<file path="src/rtl/lstore_pkg.sv">
package lstore_pkg;
  localparam int AW      = 32;
  localparam int HW      = 16;
  localparam int MAX_OPS = 5;
  localparam int SW      = $clog2(MAX_OPS);

  typedef enum logic [3:0] {
    M_DREG    = 4'd0,
    M_AREG    = 4'd1,
    M_IND     = 4'd2,
    M_POSTINC = 4'd3,
    M_PREDEC  = 4'd4,
    M_DISP16  = 4'd5,
    M_IDX8    = 4'd6,
    M_ABS_S   = 4'd7,
    M_ABS_L   = 4'd8,
    M_PC_DISP = 4'd9,
    M_PC_IDX  = 4'd10
  } dmode_t;

  typedef enum logic [1:0] {
    OP_IDLE  = 2'd0,
    OP_FETCH = 2'd1,
    OP_WR_HI = 2'd2,
    OP_WR_LO = 2'd3
  } opk_t;

  function automatic logic [AW-1:0] sext16(input logic [15:0] w);
    return {{(AW-16){w[15]}}, w};
  endfunction

  function automatic logic [AW-1:0] sext8(input logic [7:0] b);
    return {{(AW-8){b[7]}}, b};
  endfunction

  // Address of the high half (the lower of the two words).
  function automatic logic [AW-1:0] ea_of(input dmode_t m, input logic [AW-1:0] a,
                                          input logic [AW-1:0] pc, input logic [15:0] ext,
                                          input logic [AW-1:0] xl, input logic [AW-1:0] idx);
    logic [AW-1:0] pcb;
    pcb = pc - AW'(2);
    case (m)
      M_PREDEC:  return a - AW'(4);
      M_DISP16:  return a + sext16(ext);
      M_IDX8:    return a + sext8(ext[7:0]) + idx;
      M_ABS_S:   return sext16(ext);
      M_ABS_L:   return xl;
      M_PC_DISP: return pcb + sext16(ext);
      M_PC_IDX:  return pcb + sext8(ext[7:0]) + idx;
      default:   return a;
    endcase
  endfunction

  function automatic logic [AW-1:0] reg_after(input dmode_t m, input logic [AW-1:0] a,
                                              input logic [AW-1:0] v);
    case (m)
      M_POSTINC: return a + AW'(4);
      M_PREDEC:  return a - AW'(4);
      default:   return v;
    endcase
  endfunction
endpackage

</file>
<file path="src/rtl/lstore_plan.sv">
module lstore_plan
  import lstore_pkg::*;
(
  input  dmode_t                 mode,
  input  logic                   simple,
  output opk_t [MAX_OPS-1:0]     ops,
  output logic [SW-1:0]          last,
  output logic                   upd
);
  always_comb begin
    for (int i = 0; i < MAX_OPS; i++) ops[i] = OP_IDLE;
    last = '0;
    upd  = 1'b0;
    case (mode)
      M_IND, M_POSTINC: begin
        ops[0] = OP_WR_HI; ops[1] = OP_WR_LO; ops[2] = OP_FETCH;
        last = SW'(2);
        upd  = (mode == M_POSTINC);
      end
      M_PREDEC: begin
        ops[0] = OP_FETCH; ops[1] = OP_WR_LO; ops[2] = OP_WR_HI;
        last = SW'(2);
        upd  = 1'b1;
      end
      M_DISP16, M_ABS_S, M_PC_DISP: begin
        ops[0] = OP_FETCH; ops[1] = OP_WR_HI; ops[2] = OP_WR_LO; ops[3] = OP_FETCH;
        last = SW'(3);
      end
      M_IDX8, M_PC_IDX: begin
        ops[0] = OP_IDLE;  ops[1] = OP_FETCH; ops[2] = OP_WR_HI;
        ops[3] = OP_WR_LO; ops[4] = OP_FETCH;
        last = SW'(4);
      end
      M_ABS_L: begin
        ops[0] = OP_FETCH;
        if (simple) begin
          ops[1] = OP_FETCH; ops[2] = OP_WR_HI; ops[3] = OP_WR_LO; ops[4] = OP_FETCH;
        end else begin
          ops[1] = OP_WR_HI; ops[2] = OP_WR_LO; ops[3] = OP_FETCH; ops[4] = OP_FETCH;
        end
        last = SW'(4);
      end
      default: begin
        ops[0] = OP_FETCH;
        upd    = 1'b1;
      end
    endcase
  end
endmodule

</file>
<file path="src/rtl/lstore_addr.sv">
module lstore_addr
  import lstore_pkg::*;
(
  input  dmode_t          mode,
  input  logic [AW-1:0]   areg,
  input  logic [AW-1:0]   pc,
  input  logic [15:0]     ext,
  input  logic [AW-1:0]   ext_l,
  input  logic [AW-1:0]   idx,
  input  logic [AW-1:0]   val,
  output logic [AW-1:0]   ea,
  output logic [AW-1:0]   reg_next
);
  assign ea       = ea_of(mode, areg, pc, ext, ext_l, idx);
  assign reg_next = reg_after(mode, areg, val);
endmodule

</file>
<file path="src/rtl/lstore_seq.sv">
module lstore_seq
  import lstore_pkg::*;
(
  input  logic          clk,
  input  logic          rst_n,
  input  logic          start,
  input  logic [3:0]    dst_mode,
  input  logic [2:0]    dst_reg,
  input  logic          src_simple,
  input  logic [31:0]   value,
  input  logic [31:0]   areg_in,
  input  logic [31:0]   pc_in,
  input  logic [15:0]   ext_word,
  input  logic [31:0]   ext_long,
  input  logic [31:0]   index_val,
  output logic          op_valid,
  input  logic          op_ready,
  output logic [1:0]    op_kind,
  output logic [31:0]   op_addr,
  output logic [15:0]   op_data,
  output logic          reg_we,
  output logic [3:0]    reg_sel,
  output logic [31:0]   reg_wdata,
  output logic          done
);
  dmode_t             mode_in;
  opk_t [MAX_OPS-1:0] plan_ops;
  logic [SW-1:0]      plan_last;
  logic               plan_upd;
  logic [AW-1:0]      calc_ea, calc_reg;

  assign mode_in = dmode_t'(dst_mode);

  lstore_plan u_plan (
    .mode(mode_in), .simple(src_simple),
    .ops(plan_ops), .last(plan_last), .upd(plan_upd)
  );

  lstore_addr u_addr (
    .mode(mode_in), .areg(areg_in), .pc(pc_in), .ext(ext_word),
    .ext_l(ext_long), .idx(index_val), .val(value),
    .ea(calc_ea), .reg_next(calc_reg)
  );

  logic               busy;
  logic [SW-1:0]      step;
  opk_t [MAX_OPS-1:0] l_ops;
  logic [SW-1:0]      l_last;
  logic               l_upd;
  dmode_t             l_mode;
  logic [AW-1:0]      l_ea, l_reg, pf_addr;
  logic [AW-1:0]      l_val;

  // Named internal events used by the assertions.
  opk_t cur_kind;
  logic accept, final_accept, pf_fire;
  assign cur_kind     = l_ops[step];
  assign accept       = busy && op_ready;
  assign final_accept = accept && (step == l_last);
  assign pf_fire      = accept && (cur_kind == OP_FETCH);

  always_ff @(posedge clk) begin
    if (!rst_n) begin
      busy    <= 1'b0;
      step    <= '0;
      done    <= 1'b0;
      reg_we  <= 1'b0;
      l_ops   <= '0;
      l_last  <= '0;
      l_upd   <= 1'b0;
      l_mode  <= M_DREG;
      l_ea    <= '0;
      l_reg   <= '0;
      l_val   <= '0;
      pf_addr <= '0;
      reg_sel <= '0;
    end else begin
      done   <= 1'b0;
      reg_we <= 1'b0;
      if (!busy) begin
        if (start) begin
          busy    <= 1'b1;
          step    <= '0;
          l_ops   <= plan_ops;
          l_last  <= plan_last;
          l_upd   <= plan_upd;
          l_mode  <= mode_in;
          l_ea    <= calc_ea;
          l_reg   <= calc_reg;
          l_val   <= value;
          pf_addr <= pc_in;
          reg_sel <= {(mode_in != M_DREG), dst_reg};
        end
      end else if (accept) begin
        if (pf_fire) pf_addr <= pf_addr + AW'(2);
        if (final_accept) begin
          busy   <= 1'b0;
          done   <= 1'b1;
          reg_we <= l_upd;
        end else begin
          step <= step + SW'(1);
        end
      end
    end
  end

  assign op_valid  = busy;
  assign op_kind   = cur_kind;
  assign reg_wdata = l_reg;

  always_comb begin
    op_addr = '0;
    op_data = '0;
    case (cur_kind)
      OP_FETCH: op_addr = pf_addr;
      OP_WR_HI: begin op_addr = l_ea;           op_data = l_val[31:16]; end
      OP_WR_LO: begin op_addr = l_ea + AW'(2);  op_data = l_val[15:0];  end
      default: ;
    endcase
  end

  // an offered operation stays put until taken
  a_r1_hold: assert property (@(posedge clk) disable iff (!rst_n)
    op_valid && !op_ready |=> op_valid && $stable(op_kind) && $stable(op_addr) && $stable(op_data));

  // completion follows an acceptance and nothing is offered with it
  a_r10_done_after_accept: assert property (@(posedge clk) disable iff (!rst_n)
    done |-> $past(op_valid && op_ready));
  a_r10_done_quiet: assert property (@(posedge clk) disable iff (!rst_n)
    done |-> !op_valid);

  // write-back strobe only together with completion
  a_r2_we_with_done: assert property (@(posedge clk) disable iff (!rst_n)
    reg_we |-> done);

  // predecrement ends on the high-half write, no trailing fetch
  a_r4_predec_tail: assert property (@(posedge clk) disable iff (!rst_n)
    final_accept && l_mode == M_PREDEC |-> op_kind == 2'd2);

  // a taken fetch moves the next fetch address up by two
  a_r9_fetch_step: assert property (@(posedge clk) disable iff (!rst_n)
    pf_fire && !final_accept |=> $past(pf_addr) + 32'd2 == pf_addr);
endmodule

</file>
<file path="config.mk">
export PLATFORM = sky130hd
export DESIGN_NAME = lstore_seq
export DESIGN_NICKNAME = d
export VERILOG_FILES = /design/src/rtl/lstore_pkg.sv /design/src/rtl/lstore_plan.sv /design/src/rtl/lstore_addr.sv /design/src/rtl/lstore_seq.sv
export SDC_FILE = /design/constraint.sdc
export NUM_CORES = 1
export LEC_CHECK = 0
export ABC_CLOCK_PERIOD_IN_PS = 5500
export BUFFER_PORTS_ARGS = -buffer_cell sky130_fd_sc_hd__buf_2
export CAP_MARGIN = 10
export CORE_UTILIZATION = 37
export DETAILED_ROUTE_END_ITERATION = 10
export PLACE_DENSITY_LB_ADDON = 0.2
export SLEW_MARGIN = 20
export SYNTH_ARGS = -nofsm -noshare
export SYNTH_HDL_FRONTEND = slang
export SYNTH_SLANG_ARGS = --single-unit
</file>
<file path="constraint.sdc">
create_clock -name clk -period 5.5 [get_ports clk]
set_clock_uncertainty 0.2 [all_clocks]
set_input_delay 0.825 -clock clk [delete_from_list [all_inputs] [get_ports clk]]
set_output_delay 0.825 -clock clk [all_outputs]
set_load 0.02 [all_outputs]
</file>
==> impl_metrics.tcl <==
set metrics [dict create \
    status "finished clean" \
    clock-sinks 151 \
    place_inst 3319 \
    antenna_found_initial 0 \
    io_buffers 276 \
    cp_max_fo 5 \
    reg2reg_depth 9 \
    finalWirelength_um 81500 \
    ctsRootBufferMaster "clkbuf_16" \
    pwr-share-comb_pct 49.9 \
    nets 3089 \
    switching_power_mw 2.20 \
    grt_remaining_overflow 0 \
    finalCritPeriodShare_pct 96.6 \
    wl_met2_um 33600 \
    min_path_cells 2 \
    power_density_nw_per_um2 242 \
    max_cap_viol_count 0 \
    synth_cell_types 87 \
    cts_tree "built" \
    clock_latency_ns 0.43 \
    via_per_inst 6.01 \
    synthTopCellsByCount "370 x nand2_1, 229 x a21oi_1, 196 x o21ai_0" \
    die_h_um 218 \
    p_int_mw 2.86 \
    stdcell_area_um2 21000 \
    nFillCells 4743 \
    startpoint_type "input port" \
    synth-edff-count 0 \
    ant_nets 0 \
    die_x_um 218 \
    synth_top_area_share_pct 17.6 \
    critPathKind "input port to flop" \
    yosysMostFrequentCell "nand2_1" \
    grt_usage_pct 33.8 \
    dr_total_vias 20200 \
    drive_above_1_share_pct 19.9 \
    drt_iter0_drc 2575 \
    syn_area_per_cell_um2 7.15 \
    setup_viol 0 \
    slew_headroom_pct 23.7 \
    diodes 0 \
    critPathArrivalTime_ns 5.44 \
    clk_path_buf_depth 2 \
    synth_area_um2 17200 \
    yosysWarnings 0 \
    ys_async_sr_fraction_pct 0 \
    worstSetupEndpointType "flop" \
    clk_pin_slew_ns 0.08 \
    fmax_ghz 0.188 \
    period_needed_ns 5.31 \
    cts_buffers 17 \
    r2r_end "pf_addr[30]" \
    syn_to_final_growth_pct 21.7 \
    dp_hpwl_um 65300 \
    synthCells 2410 \
    yosys-top-cells-area "dfxtp_1 18%, nand2_1 8.1%, fa_1 7.6%" \
    start_util_pct 37.7 \
    io_pins 277 \
    endpoint "l_ea[27]" \
    place_area_um2 20300 \
    crit_start "pc_in[10]" \
    htreeDepth 4 \
    yosysSeqAreaShare_pct 17.6 \
    switching_share_pct 43.5 \
    timing.rr.start "step[0]" \
    irDropWorstVdd_uv 206 \
    dr.pass1.iters 6 \
    worst_slew_pin_slew_ns 1.14 \
    reg2reg_slack_ns 2.01 \
    wl_met1_um 37000 \
    wl_met3_um 8480 \
    grt_pass1_wl_um 120000 \
    ys_ff_latch 151 \
    synthFlopType "dfxtp_1" \
    highest-signal-layer "met4" \
    grt_max_degree 80 \
    fin_cells 3352 \
    std_cell_rows 78 \
    seq_power_share_pct 25.2 \
    multi_input_area_um2 13400 \
    wl_per_cell_um 24.3 \
    hold_path.class "flop to flop" \
    coreArea_um2 45700 \
    register_area_um2 3020 \
    critPathRequiredTime_ns 5.63 \
    drc_errors 0 \
    synth_nets 2760 \
    p_leak_nw 8.81 \
    dieArea_um2 47400 \
    finalMaxSlewViolations 0 \
    p_clk_share_pct 25.0 \
    timing.final.hold_violations 0 \
    grt_pass1_vias 18900 \
    synth_area_leader_cell "dfxtp_1" \
    place.gp.congestion 1.05 \
]
[worst min-delay path by stage]
stage	startpoint	to	slack (ns)
floorplan	l_ops[1]	l_ops[1]	0.23
global placement	reg_wdata[2]	reg_wdata[2]	0.24
detailed placement	reg_wdata[2]	reg_wdata[2]	0.24
CTS	l_ops[1]	l_ops[1]	0.25
global route	reg_wdata[2]	reg_wdata[2]	0.27
finish	reg_wdata[2]	reg_wdata[2]	0.25
[logic make-up after synthesis]
| family | after synthesis | share of synthesized area, % |
|---|---|---|
| AO/OA/AOI/OAI | 770 | 28.2 |
| XOR/XNOR | 182 | 9.34 |
| adder cells (fa/ha/maj) | 162 | 14.6 |
| buffers and inverters | 238 | 5.27 |
| flip-flops | 151 | 17.6 |
| multiplexers | 12 | 0.785 |
| AND/OR/NAND/NOR | 895 | 24.3 |
[metrics by stage]
step / total power, mW / setup WS, ns / util (%) / hold WS, ns / setup TNS [ns]
3_5_place_dp: 3.73 / -0.434 / 44.4 / 0.243 / -2.64
6_report: 5.06 / 0.189 / 45.9 / 0.247 / 0
2_1_floorplan: 2.74 / 0.387 / - / 0.227 / 0
3_3_place_gp: 3.72 / -0.403 / 44.4 / 0.237 / -2.50
4_1_cts: 4.99 / 0.0288 / 45.7 / 0.248 / 0
5_1_grt: 5.33 / -0.00722 / 45.9 / 0.267 / -0.00722
[power groups by stage]
| stage | Sequential [mW] | Combinational [mW] | Clock (mW) |
|---|---|---|---|
| after CTS | 1.27 | 2.45 | 1.27 |
| after global routing | 1.28 | 2.72 | 1.32 |
| after global placement | 1.29 | 2.43 | 0 |
| final | 1.27 | 2.52 | 1.27 |
| after detailed placement | 1.29 | 2.44 | 0 |
| after floorplan | 1.28 | 1.45 | 0 |
[registers in the layout, indices dropped and copies added, names as in the netlist]
signal,flops
reg_we,1
l_ops,9
reg_sel,4
reg_wdata,32
pf_addr,32
l_ea,32
done,1
l_last,3
op_valid,1
l_val,32
l_upd,1
step,3
[layout by cell type (no fill, tap or decap), drive strengths merged, types with 12 or more instances in the layout]
cell / instances
or3: 15
o211ai: 28
o21bai: 15
clkbuf: 18
a22oi: 22
and4: 12
a21o: 31
buf: 468
o21a: 13
xor2: 82
a221oi: 31
and3: 35
nor3: 56
nor2b: 17
a211oi: 44
o22ai: 17
fa: 65
nand4: 29
xnor2: 99
dfxtp: 151
nor4: 25
ha: 97
and2: 20
o221ai: 13
inv: 88
a21oi: 231
nand2: 370
nor2: 178
nand2b: 21
nand3: 80
o21ai: 197
a31oi: 38
[worst max-delay path, stage by stage]
cell       delay [ns]
buf_2            0.11
or4_4            0.56
or3_4            0.35
nand2b_1         0.22
or3_1            0.38
xnor2_2          0.22
fa_1             0.45
ha_1             0.34
and4_1           0.26
and4_1           0.22
o2111ai_1        0.13
o21a_1           0.19
buf_4            0.16
a21oi_1          0.20
buf_4            0.17
mux2i_1          0.21
o211ai_1         0.13
nor3_1           0.20
o21ai_0          0.12
[layer usage]
layer,vias up,GRT usage (%)
met5,-,0
met4,0,9.37
met3,126,6.33
met2,1095,49.4
met1,9568,49.8
li1,9367,-
[repair_timing]
| item | 4_1_cts | 5_1_grt |
|---|---|---|
| hold buffers | 0 | 0 |
| buffers inserted | 0 | 1 |
| endpoints found under the setup margin | 1 | 7 |
| cloned | 0 | 0 |
| pin swaps | 0 | 1 |
| gates resized for setup | 1 | 9 |
[cell type report]
class                   instances  share of cell area [%]
repair buffers                468                    13.5
well taps                     600                    3.58
clock buffers                  18                    2.10
inverters                      80                    1.43
clock inverters                14                   0.854
multi-input cells            2021                    64.1
flip-flops and latches        151                    14.4
Note: power is estimated with default switching activity, not from simulation.
